## config.mk

```make
export PLATFORM = sky130hd
export DESIGN_NAME = pirq_router
export DESIGN_NICKNAME = d
export VERILOG_FILES = /design/src/rtl/pirq_router_pkg.sv /design/src/rtl/pirq_cfg_ctrl.sv /design/src/rtl/pirq_steer_dp.sv /design/src/rtl/pirq_router.sv
export SDC_FILE = /design/constraint.sdc
export NUM_CORES = 1
export LEC_CHECK = 0
export BUFFER_PORTS_ARGS = -buffer_cell sky130_fd_sc_hd__buf_2
export CAP_MARGIN = 20
export CORE_UTILIZATION = 35
export CTS_BUF_LIST = sky130_fd_sc_hd__clkbuf_2
export DETAILED_ROUTE_END_ITERATION = 8
export SYNTH_ARGS = -nofsm -noshare
export SYNTH_HDL_FRONTEND = slang
export SYNTH_SLANG_ARGS = --single-unit
```

## constraint.sdc

```tcl
create_clock -name clk -period 4.3 [get_ports clk]
set_input_delay 0.86 -clock clk [delete_from_list [all_inputs] [get_ports clk]]
set_output_delay 0.86 -clock clk [all_outputs]
set_load 0.02 [all_outputs]
```

## src/rtl/pirq_router_pkg.sv

```systemverilog
package pirq_router_pkg;
  localparam int PIRQ_N     = 4;
  localparam int PIRQ_IDX_W = $clog2(PIRQ_N);

  // Strobes from the configuration decoder to the steering datapath
  typedef struct packed {
    logic [PIRQ_N-1:0]     wrSel;  // one-hot write select per pin
    logic                  rdStb;  // read strobe
    logic                  rdHit;  // read targets a steering byte
    logic [PIRQ_IDX_W-1:0] rdIdx;  // which steering byte is read
  } cfgStrobe_t;
endpackage

```

## src/rtl/pirq_cfg_ctrl.sv

```systemverilog
module pirq_cfg_ctrl
  import pirq_router_pkg::*;
#(
  parameter logic [7:0] STEER_BASE = 8'h60
) (
  input  logic [7:0] cfgAddr,
  input  logic       cfgWr,
  input  logic       cfgRd,
  output cfgStrobe_t strb
);
  logic [7:0] offset;
  logic       inRange;

  always_comb begin
    offset  = cfgAddr - STEER_BASE;
    inRange = (cfgAddr >= STEER_BASE) && (offset < 8'(PIRQ_N));
    for (int p = 0; p < PIRQ_N; p++) begin
      strb.wrSel[p] = cfgWr && inRange && (offset[PIRQ_IDX_W-1:0] == PIRQ_IDX_W'(p));
    end
    strb.rdStb = cfgRd;
    strb.rdHit = inRange;
    strb.rdIdx = offset[PIRQ_IDX_W-1:0];
  end
endmodule

```

## src/rtl/pirq_steer_dp.sv

```systemverilog
module pirq_steer_dp
  import pirq_router_pkg::*;
#(
  parameter int         ISA_N       = 16,
  parameter logic [7:0] STEER_RESET = 8'h80,
  localparam int        ISA_W       = $clog2(ISA_N),
  localparam int        NUM_W       = ISA_W + 1,
  localparam int        MAP_N       = ISA_N * PIRQ_N
) (
  input  logic                      clk,
  input  logic                      rst_n,
  input  cfgStrobe_t                strb,
  input  logic [7:0]                cfgWrData,
  input  logic [PIRQ_N-1:0]         pciIrq,
  output logic [7:0]                cfgRdData,
  output logic [ISA_N-1:0]          isaIrq,
  output logic [PIRQ_N-1:0]         routeEn,
  output logic [PIRQ_N*NUM_W-1:0]   routeNum
);
  logic [7:0]       steerReg  [PIRQ_N];
  logic [7:0]       steerNext [PIRQ_N];
  logic [MAP_N-1:0] levelMap;
  logic [MAP_N-1:0] levelNext;

  // Steering value after this cycle's write, so a rewrite lands in one clock
  always_comb begin
    for (int p = 0; p < PIRQ_N; p++) begin
      steerNext[p] = strb.wrSel[p] ? cfgWrData : steerReg[p];
    end
  end

  // Level bitmap rebuilt in full every cycle; bit (isa*PIRQ_N + pin)
  always_comb begin
    for (int i = 0; i < ISA_N; i++) begin
      for (int p = 0; p < PIRQ_N; p++) begin
        levelNext[i*PIRQ_N + p] = pciIrq[p] && (steerNext[p] == 8'(i));
      end
    end
  end

  always_ff @(posedge clk) begin
    if (!rst_n) begin
      for (int p = 0; p < PIRQ_N; p++) steerReg[p] <= STEER_RESET;
      levelMap  <= '0;
      cfgRdData <= 8'h00;
    end else begin
      for (int p = 0; p < PIRQ_N; p++) steerReg[p] <= steerNext[p];
      levelMap <= levelNext;
      if (strb.rdStb) cfgRdData <= strb.rdHit ? steerReg[strb.rdIdx] : 8'h00;
    end
  end

  for (genvar i = 0; i < ISA_N; i++) begin : g_isa
    assign isaIrq[i] = |levelMap[i*PIRQ_N +: PIRQ_N];
  end

  for (genvar p = 0; p < PIRQ_N; p++) begin : g_route
    logic live;
    assign live                     = steerReg[p] < 8'(ISA_N);
    assign routeEn[p]               = live;
    assign routeNum[p*NUM_W +: NUM_W] = live ? {1'b0, steerReg[p][ISA_W-1:0]} : '1;
  end
endmodule

```

## src/rtl/pirq_router.sv

```systemverilog
module pirq_router
  import pirq_router_pkg::*;
#(
  parameter int         ISA_N       = 16,
  parameter logic [7:0] STEER_BASE  = 8'h60,
  parameter logic [7:0] STEER_RESET = 8'h80
) (
  input  logic                                   clk,
  input  logic                                   rst_n,
  input  logic [PIRQ_N-1:0]                      pciIrq,
  input  logic [7:0]                             cfgAddr,
  input  logic [7:0]                             cfgWrData,
  input  logic                                   cfgWr,
  input  logic                                   cfgRd,
  output logic [7:0]                             cfgRdData,
  output logic [ISA_N-1:0]                       isaIrq,
  output logic [PIRQ_N-1:0]                      routeEn,
  output logic [PIRQ_N*($clog2(ISA_N)+1)-1:0]    routeNum
);
  cfgStrobe_t strb;

  pirq_cfg_ctrl #(.STEER_BASE(STEER_BASE)) u_ctrl (
    .cfgAddr (cfgAddr),
    .cfgWr   (cfgWr),
    .cfgRd   (cfgRd),
    .strb    (strb)
  );

  pirq_steer_dp #(.ISA_N(ISA_N), .STEER_RESET(STEER_RESET)) u_dp (
    .clk       (clk),
    .rst_n     (rst_n),
    .strb      (strb),
    .cfgWrData (cfgWrData),
    .pciIrq    (pciIrq),
    .cfgRdData (cfgRdData),
    .isaIrq    (isaIrq),
    .routeEn   (routeEn),
    .routeNum  (routeNum)
  );
endmodule

```

==> load_flow_metrics.sql, run 1 <==
INSERT INTO impl_metrics (metric_group, metric, value, unit) VALUES
('worst_setup_path', 'kind_of_start_point_of_the_critical_path', 'register', ''),
('layout', 'area_growth', '11.1', '%'),
('synth', 'ys_warn_count', '0', ''),
('sta', 'fin_worst_skew', '0.0539', 'ns'),
('synth', 'synth_cells', '599', ''),
('layout', 'drive_above_1_share', '18.1', '%'),
('synth', 'netlist_area', '4860', 'um2'),
('synth', 'number_of_flops_mapped_to_enable_cells_by_yosys', '0', ''),
('worst_setup_path', 'critical_path.cell_chain', 'or4_1 -> or2_2 -> buf_2', ''),
('sta', 'tightest_slew', '1.13', 'ns'),
('route', 'antenna_violating_nets_post_route', '0', ''),
('clock_network', 'clock_tree_from_tritoncts', 'done', ''),
('global_route', 'first_global_vias', '4199', ''),
('global_route', 'use_met2', '33.2', '%'),
('placement', 'io_buffer_count', '71', ''),
('worst_setup_path', 'cp_slowest_stage_delay', '0.70', 'ns'),
('worst_setup_path', 'crit_path_leading_delay_family', 'simple AND/OR/NAND/NOR gates', ''),
('synth', 'synth_async_sr_flop_share', '0', '%'),
('power', 'power.density', '274', 'nW/um2'),
('route', 'vias_per_cell', '5.70', ''),
('clock_network', 'clk_root_buffer_cell', 'sky130_fd_sc_hd__clkbuf_2', ''),
('synth', 'synth_top_area_share', '42.8', '%'),
('power', 'power.leakage', '1.85', 'nW'),
('placement', 'place.gp.congestion', '0.905', ''),
('floorplanning', 'fp-row-count', '42', ''),
('sta', 'period_share', '71.9', '%'),
('global_route', 'global_route.usage.met3', '4.47', '%'),
('floorplanning', 'initial_core_util', '36.3', '%'),
('global_route', 'grt_start_max_net_pins', '46', ''),
('worst_setup_path', 'path_buf_inv', '1', ''),
('global_route', 'met1_usage', '31.2', '%'),
('worst_setup_path', 'critPathArrivalTime', '2.23', 'ns'),
('synth', 'syn-mean-instance-area', '8.11', 'um2'),
('global_route', 'grtUsageTotal', '22.3', '%'),
('clock_network', 'worstSkewPairLatency', '0.62', 'ns'),
('route', 'routed-via-count', '4659', ''),
('sta', 'max_slew_margin', '23.5', '%'),
('global_route', 'grt_first_pass_wirelength', '24.1', 'mm'),
('floorplanning', 'design.portCount', '72', ''),
('clock_network', 'cts.reportedPaths.clkPinSlew', '0.27', 'ns'),
('clock_network', 'cts-resized-gates', '0', ''),
('route', 'drt_pass1_iterations', '5', ''),
('global_route', 'globalRoute.totalOverflow', '0', ''),
('worst_setup_path', 'setup.worst_path.end_class', 'primary output', ''),
('sta', 'rsz_0062_raised_after_global_routing', 'no', ''),
('sta', 'finalSetupViolCount', '0', ''),
('clock_network', 'cts_inserted_buffers', '9', ''),
('layout', 'layout.nets', '661', ''),
('min_path', 'min_path_type', 'register to register', ''),
('sta', 'finalSetupTns', '0', 'ns'),
('clock_network', 'cts_max_level', '3', ''),
('run_status', 'outcome', 'finished, final reports clean', ''),
('worst_setup_path', 'worstSetupPathType', 'register to primary output', ''),
('route', 'drt_first_iter_violations', '558', ''),
('route', 'drt_wl_total', '15.8', 'mm'),
('global_route', 'grt_max_usage_layer', 'met2', ''),
('floorplanning', 'design.die.area', '14400', 'um2'),
('worst_setup_path', 'highest_net_fanout_along_the_worst_path', '10', ''),
('floorplanning', 'die_h', '120', 'um'),
('layout', 'layout.cells.most_common', 'sky130_fd_sc_hd__nand2_1', ''),
('worst_setup_path', 'critical_path_required', '3.44', 'ns'),
('placement', 'hpwl', '11.1', 'mm'),
('synth', 'yosysTopAreaCell', 'sky130_fd_sc_hd__dfxtp_1', ''),
('synth', 'netlist_top_cells_area', 'sky130_fd_sc_hd__dfxtp_1 43%, sky130_fd_sc_hd__nand2_1 9.3%, sky130_fd_sc_hd__nand3_1 6.4%', ''),
('power', 'worst_ir_drop_vdd', '113', 'uV'),
('route', 'drcViolationCount', '0', ''),
('worst_setup_path', 'critical_path.slowest_cell', 'sky130_fd_sc_hd__or4_1', ''),
('layout', 'final_core_utilization', '40.3', '%'),
('sta', 'max_slew_violation_count', '0', ''),
('floorplanning', 'fp.coreArea', '13400', 'um2'),
('synth', 'synth.lib_cells_used.distinct', '42', '');
-- kinds of logic after synthesis --
| logic type | count (synthesis) | synth area share [%] |
|---|---|---|
| AND/OR/NAND/NOR | 310 | 32.5 |
| AO/OA/AOI/OAI | 109 | 14.9 |
| flip-flops | 104 | 42.8 |
| buffers and inverters | 67 | 5.72 |
| multiplexers | 8 | 3.78 |
| adder cells (fa/ha/maj) | 1 | 0.257 |
-- registers in the layout, summed over array words and instances (netlist names) --
signal          cells
u_dp.cfgRdData      8
u_dp.levelMap      64
u_dp.steerReg      32
-- cell type report --
cell class                 instances  area [um2]  share of cell area (%)
clock inverter                     6        43.8                   0.811
inverter                          15        56.3                    1.04
tap                              176         220                    4.08
antenna                            1        2.50                  0.0463
clock buffer                      10        50.0                   0.927
multi-input combinational        428        2520                    46.8
timing repair buffer              78         419                    7.76
sequential                       104        2080                    38.6
-- layer usage --
layer  part of all wire, %  wire (um)  up-vias
met3                   9.1       1430       26
met5                     0          0        -
li1                      -          -     2203
met2                    45       7020      236
met4                   2.6        412        0
met1                    44       6900     2194
-- cell usage after synthesis, types with 2 or more instances --
cell / n
sky130_fd_sc_hd__a2111o_1: 2
sky130_fd_sc_hd__a2111oi_2: 2
sky130_fd_sc_hd__a2111oi_4: 2
sky130_fd_sc_hd__a21boi_0: 18
sky130_fd_sc_hd__a21boi_1: 3
sky130_fd_sc_hd__a21oi_1: 44
sky130_fd_sc_hd__buf_1: 10
sky130_fd_sc_hd__buf_2: 9
sky130_fd_sc_hd__buf_4: 4
sky130_fd_sc_hd__clkbuf_1: 29
sky130_fd_sc_hd__dfxtp_1: 104
sky130_fd_sc_hd__inv_1: 15
sky130_fd_sc_hd__mux4_2: 7
sky130_fd_sc_hd__nand2_1: 121
sky130_fd_sc_hd__nand2b_1: 11
sky130_fd_sc_hd__nand3_1: 62
sky130_fd_sc_hd__nand3b_1: 4
sky130_fd_sc_hd__nand4_1: 18
sky130_fd_sc_hd__nor2_1: 13
sky130_fd_sc_hd__nor2b_1: 12
sky130_fd_sc_hd__nor3_1: 11
sky130_fd_sc_hd__nor3b_1: 8
sky130_fd_sc_hd__nor4_1: 9
sky130_fd_sc_hd__o2111ai_1: 3
sky130_fd_sc_hd__o21ai_0: 23
sky130_fd_sc_hd__o31ai_1: 5
sky130_fd_sc_hd__o41ai_1: 5
sky130_fd_sc_hd__or2_2: 8
sky130_fd_sc_hd__or3_1: 2
sky130_fd_sc_hd__or4_1: 23
-- tightest hold or removal path, delay by kind of cell (launching register included) --
kind             cells  cell delay [ns]
AO/OA/AOI/OAI        1             0.06
flip-flops           1             0.36
AND/OR/NAND/NOR      1             0.04
-- path summary, 6_finish.rpt --
| check | start | to | slack [ns] | depth (start not counted) |
|---|---|---|---|---|
| max | u_dp.steerReg[2][5] | routeNum[10] | 1.21 | 3 |
| min | u_dp.cfgRdData[3] | u_dp.cfgRdData[3] | 0.47 | 2 |
| max reg2reg | u_dp.steerReg[0][7] | u_dp.levelMap[52] | 1.81 | 4 |
| min reg2reg | u_dp.cfgRdData[3] | u_dp.cfgRdData[3] | 0.47 | 2 |
-- report_power, final --
part / switching, mW / internal [mW]
logic: 0.0644 / 0.0232
clock network: 0.339 / 0.0829
registers: 0.000714 / 0.969
total: 0.404 / 1.07
-- metrics by stage --
| stage | instances | instance area [um2] | hold slack [ns] | setup WS [ns] | power (mW) |
|---|---|---|---|---|---|
| final | 818 | 5400 | 0.475 | 1.21 | 1.48 |
| after global routing | 818 | 5400 | 0.439 | 1.12 | 1.53 |
| after CTS | 815 | 5370 | 0.472 | 1.19 | 1.49 |
| after detailed placement | 799 | 5280 | 0.443 | 1.11 | 1.07 |
| after global placement | 799 | 5280 | 0.438 | 1.20 | 1.07 |
| after floorplan | 599 | 4860 | 0.439 | 1.83 | 1.04 |
Power figures use the tool's default switching activity.
==> run 2: changes to the inputs <==
==> constraint.sdc (replaced) <==
create_clock -name clk -period 2.9 [get_ports clk]
set_input_delay 0.58 -clock clk [delete_from_list [all_inputs] [get_ports clk]]
set_output_delay 0.58 -clock clk [all_outputs]
set_load 0.02 [all_outputs]
==> load_flow_metrics.sql, run 2 (synthesis gave the netlist of run 1 again) <==
INSERT INTO impl_metrics (metric_group, metric, value, unit) VALUES
('run_status', 'outcome', 'finished, final reports clean', ''),
('placement', 'hpwl', '11.1', 'mm'),
('worst_setup_path', 'cp.depth', '3', ''),
('worst_setup_path', 'critical_path.cell_chain', 'or4_1 -> or2_2 -> buf_2', ''),
('layout', 'largest_register_ffs', '64', ''),
('route', 'drt_pass1_iterations', '7', ''),
('layout', 'reg_with_most_ffs', 'u_dp.levelMap', ''),
('floorplanning', 'fp-row-count', '42', ''),
('worst_setup_path', 'critical_path.slowest_cell', 'sky130_fd_sc_hd__or4_1', ''),
('worst_setup_path', 'timing.reg2reg.worst_path_depth', '4', ''),
('layout', 'final_design_area_no_fill', '5460', 'um2'),
('layout', 'final_core_utilization', '40.8', '%'),
('power', 'p_clk_share', '29.1', '%'),
('worst_setup_path', 'critical_path_required', '2.32', 'ns'),
('sta', 'finalSetupViolCount', '0', ''),
('layout', 'largestRegisters', 'u_dp.levelMap (64), u_dp.steerReg (32), u_dp.cfgRdData (8)', ''),
('power', 'comb_power_share', '5.8', '%'),
('min_path', 'min_path_type', 'input port to register', ''),
('floorplanning', 'die_h', '120', 'um'),
('power', 'switching_share', '27.4', '%'),
('clock_network', 'cts.sink_count', '104', ''),
('route', 'drt_first_iter_violations', '511', ''),
('placement', 'place.gp.congestion', '0.890', ''),
('sta', 'tightest_slew', '1.07', 'ns'),
('clock_network', 'cts.reportedPaths.clkPinSlew', '0.29', 'ns'),
('floorplanning', 'fp.coreArea', '13400', 'um2'),
('sta', 'rsz_0062_raised_after_global_routing', 'no', ''),
('layout', 'layout.nets', '670', ''),
('route', 'drcViolationCount', '0', ''),
('worst_setup_path', 'highest_net_fanout_along_the_worst_path', '10', ''),
('min_path', 'worst_hold_path.num_cells', '3', ''),
('power', 'power.leakage', '1.90', 'nW'),
('global_route', 'globalRoute.totalOverflow', '0', ''),
('run', 'max_cap_viol_count', '0', ''),
('clock_network', 'clock_tree.buffer_depth', '2', ''),
('worst_setup_path', 'crit_path_leading_delay_family', 'simple AND/OR/NAND/NOR gates', ''),
('sta', 'max_slew_violation_count', '0', ''),
('sta', 'period_share', '96.3', '%'),
('layout', 'area_growth', '12.4', '%'),
('sta', 'finalHoldViolCount', '0', ''),
('power', 'switchingPower', '0.604', 'mW'),
('layout', 'layout.cells.most_common', 'sky130_fd_sc_hd__nand2_1', ''),
('route', 'vias_per_cell', '5.68', ''),
('global_route', 'grt_start_max_net_pins', '46', ''),
('global_route', 'grt_first_pass_wirelength', '24.7', 'mm'),
('clock_network', 'clk_root_buffer_cell', 'sky130_fd_sc_hd__clkbuf_2', ''),
('power', 'p_seq_share', '65.1', '%'),
('sta', 'timing.fmax', '358', 'MHz'),
('route', 'drt_wl_total', '15.6', 'mm'),
('route', 'antenna_violating_nets_post_route', '0', ''),
('clock_network', 'cts_hold_buf', '0', ''),
('sta', 'finalSetupTns', '0', 'ns'),
('sta', 'final.min_clock_period', '2.79', 'ns'),
('layout', 'drive_above_1_share', '19.4', '%'),
('global_route', 'grtUsageTotal', '22.6', '%'),
('placement', 'io_buffer_count', '71', ''),
('layout', 'most-common-layout-cells', '121 x sky130_fd_sc_hd__nand2_1, 104 x sky130_fd_sc_hd__dfxtp_1, 71 x sky130_fd_sc_hd__buf_2, 62 x sky130_fd_sc_hd__nand3_1, 44 x sky130_fd_sc_hd__a21oi_1', ''),
('worst_setup_path', 'setup.worst_path.end_class', 'primary output', ''),
('clock_network', 'cts_setup_buffers', '0', ''),
('clock_network', 'cts_max_level', '3', ''),
('placement', 'post_dp_cell_area', '5360', 'um2'),
('global_route', 'first_global_vias', '4476', ''),
('power', 'internal-power', '1.60', 'mW'),
('route', 'routed-via-count', '4701', ''),
('floorplanning', 'dieWidth', '120', 'um'),
('global_route', 'grt_antenna_before_repair', '1', ''),
('power', 'worst_ir_drop_vdd', '162', 'uV'),
('power', 'power.density', '404', 'nW/um2'),
('worst_setup_path', 'cp_slowest_stage_delay', '0.73', 'ns'),
('clock_network', 'clock_tree_from_tritoncts', 'done', ''),
('floorplanning', 'initial_core_util', '36.3', '%'),
('layout', 'nFillCells', '1368', ''),
('worst_setup_path', 'path_buf_inv', '1', ''),
('clock_network', 'cts_inserted_buffers', '9', ''),
('floorplanning', 'design.die.area', '14400', 'um2'),
('route', 'dr_wl_cell', '18.9', 'um'),
('worst_setup_path', 'critPathArrivalTime', '2.21', 'ns'),
('floorplanning', 'design.portCount', '72', ''),
('clock_network', 'cts-resized-gates', '0', ''),
('worst_setup_path', 'worstSetupPathType', 'register to primary output', ''),
('sta', 'fin_worst_skew', '0.0383', 'ns'),
('sta', 'max_slew_margin', '28.3', '%'),
('clock_network', 'worstSkewPairLatency', '0.62', 'ns'),
('worst_setup_path', 'timing.reg2reg.setup_slack', '0.44', 'ns'),
('worst_setup_path', 'kind_of_start_point_of_the_critical_path', 'register', '');
## run 2: power groups by stage
stage | Sequential (mW) | Clock [mW] | Combinational, mW
final | 1.44 | 0.643 | 0.128
after global routing | 1.44 | 0.716 | 0.139
after CTS | 1.44 | 0.658 | 0.126
after detailed placement | 1.46 | 0 | 0.126
after global placement | 1.46 | 0 | 0.124
after floorplan | 1.46 | 0 | 0.0744
## run 2: path summary, 6_finish.rpt
check,start,to
max,u_dp.steerReg[2][5],routeNum[11]
min,pciIrq[0],u_dp.levelMap[20]
max reg2reg,u_dp.steerReg[2][5],u_dp.levelMap[54]
min reg2reg,u_dp.cfgRdData[4],u_dp.cfgRdData[4]
## run 2: stage by stage
step	power, mW	cells	hold slack, ns	setup WS, ns
2_1_floorplan	1.54	599	0.439	0.707
3_3_place_gp	1.59	810	0.439	0.427
3_5_place_dp	1.59	810	0.438	0.355
4_1_cts	2.22	826	0.202	0.0751
5_1_grt	2.29	827	0.229	0.00891
6_report	2.21	827	0.241	0.106
## run 2: tightest hold or removal path, delay by kind of cell
family,cells,cell delay (ns)
buf+inv,1,0.15
simple gates,2,0.12
## run 2: layer usage
layer  vias up  track usage, %  routed length (um)
met5         -               0                   0
met4         0            10.2                 410
met3        32            4.85                1400
met2       227            33.1                6970
met1      2224            31.5                6830
li1       2218               -                   -
## run 2: final cells by class
class	count	area, um2	share of cell area [%]
sequential	104	2080	38.1
antenna	1	2.50	0.0458
multi-input combinational	428	2520	46.2
inverter	15	56.3	1.03
tap	176	220	4.03
timing repair buffer	87	475	8.70
clock inverter	6	51.3	0.939
clock buffer	10	50.0	0.916
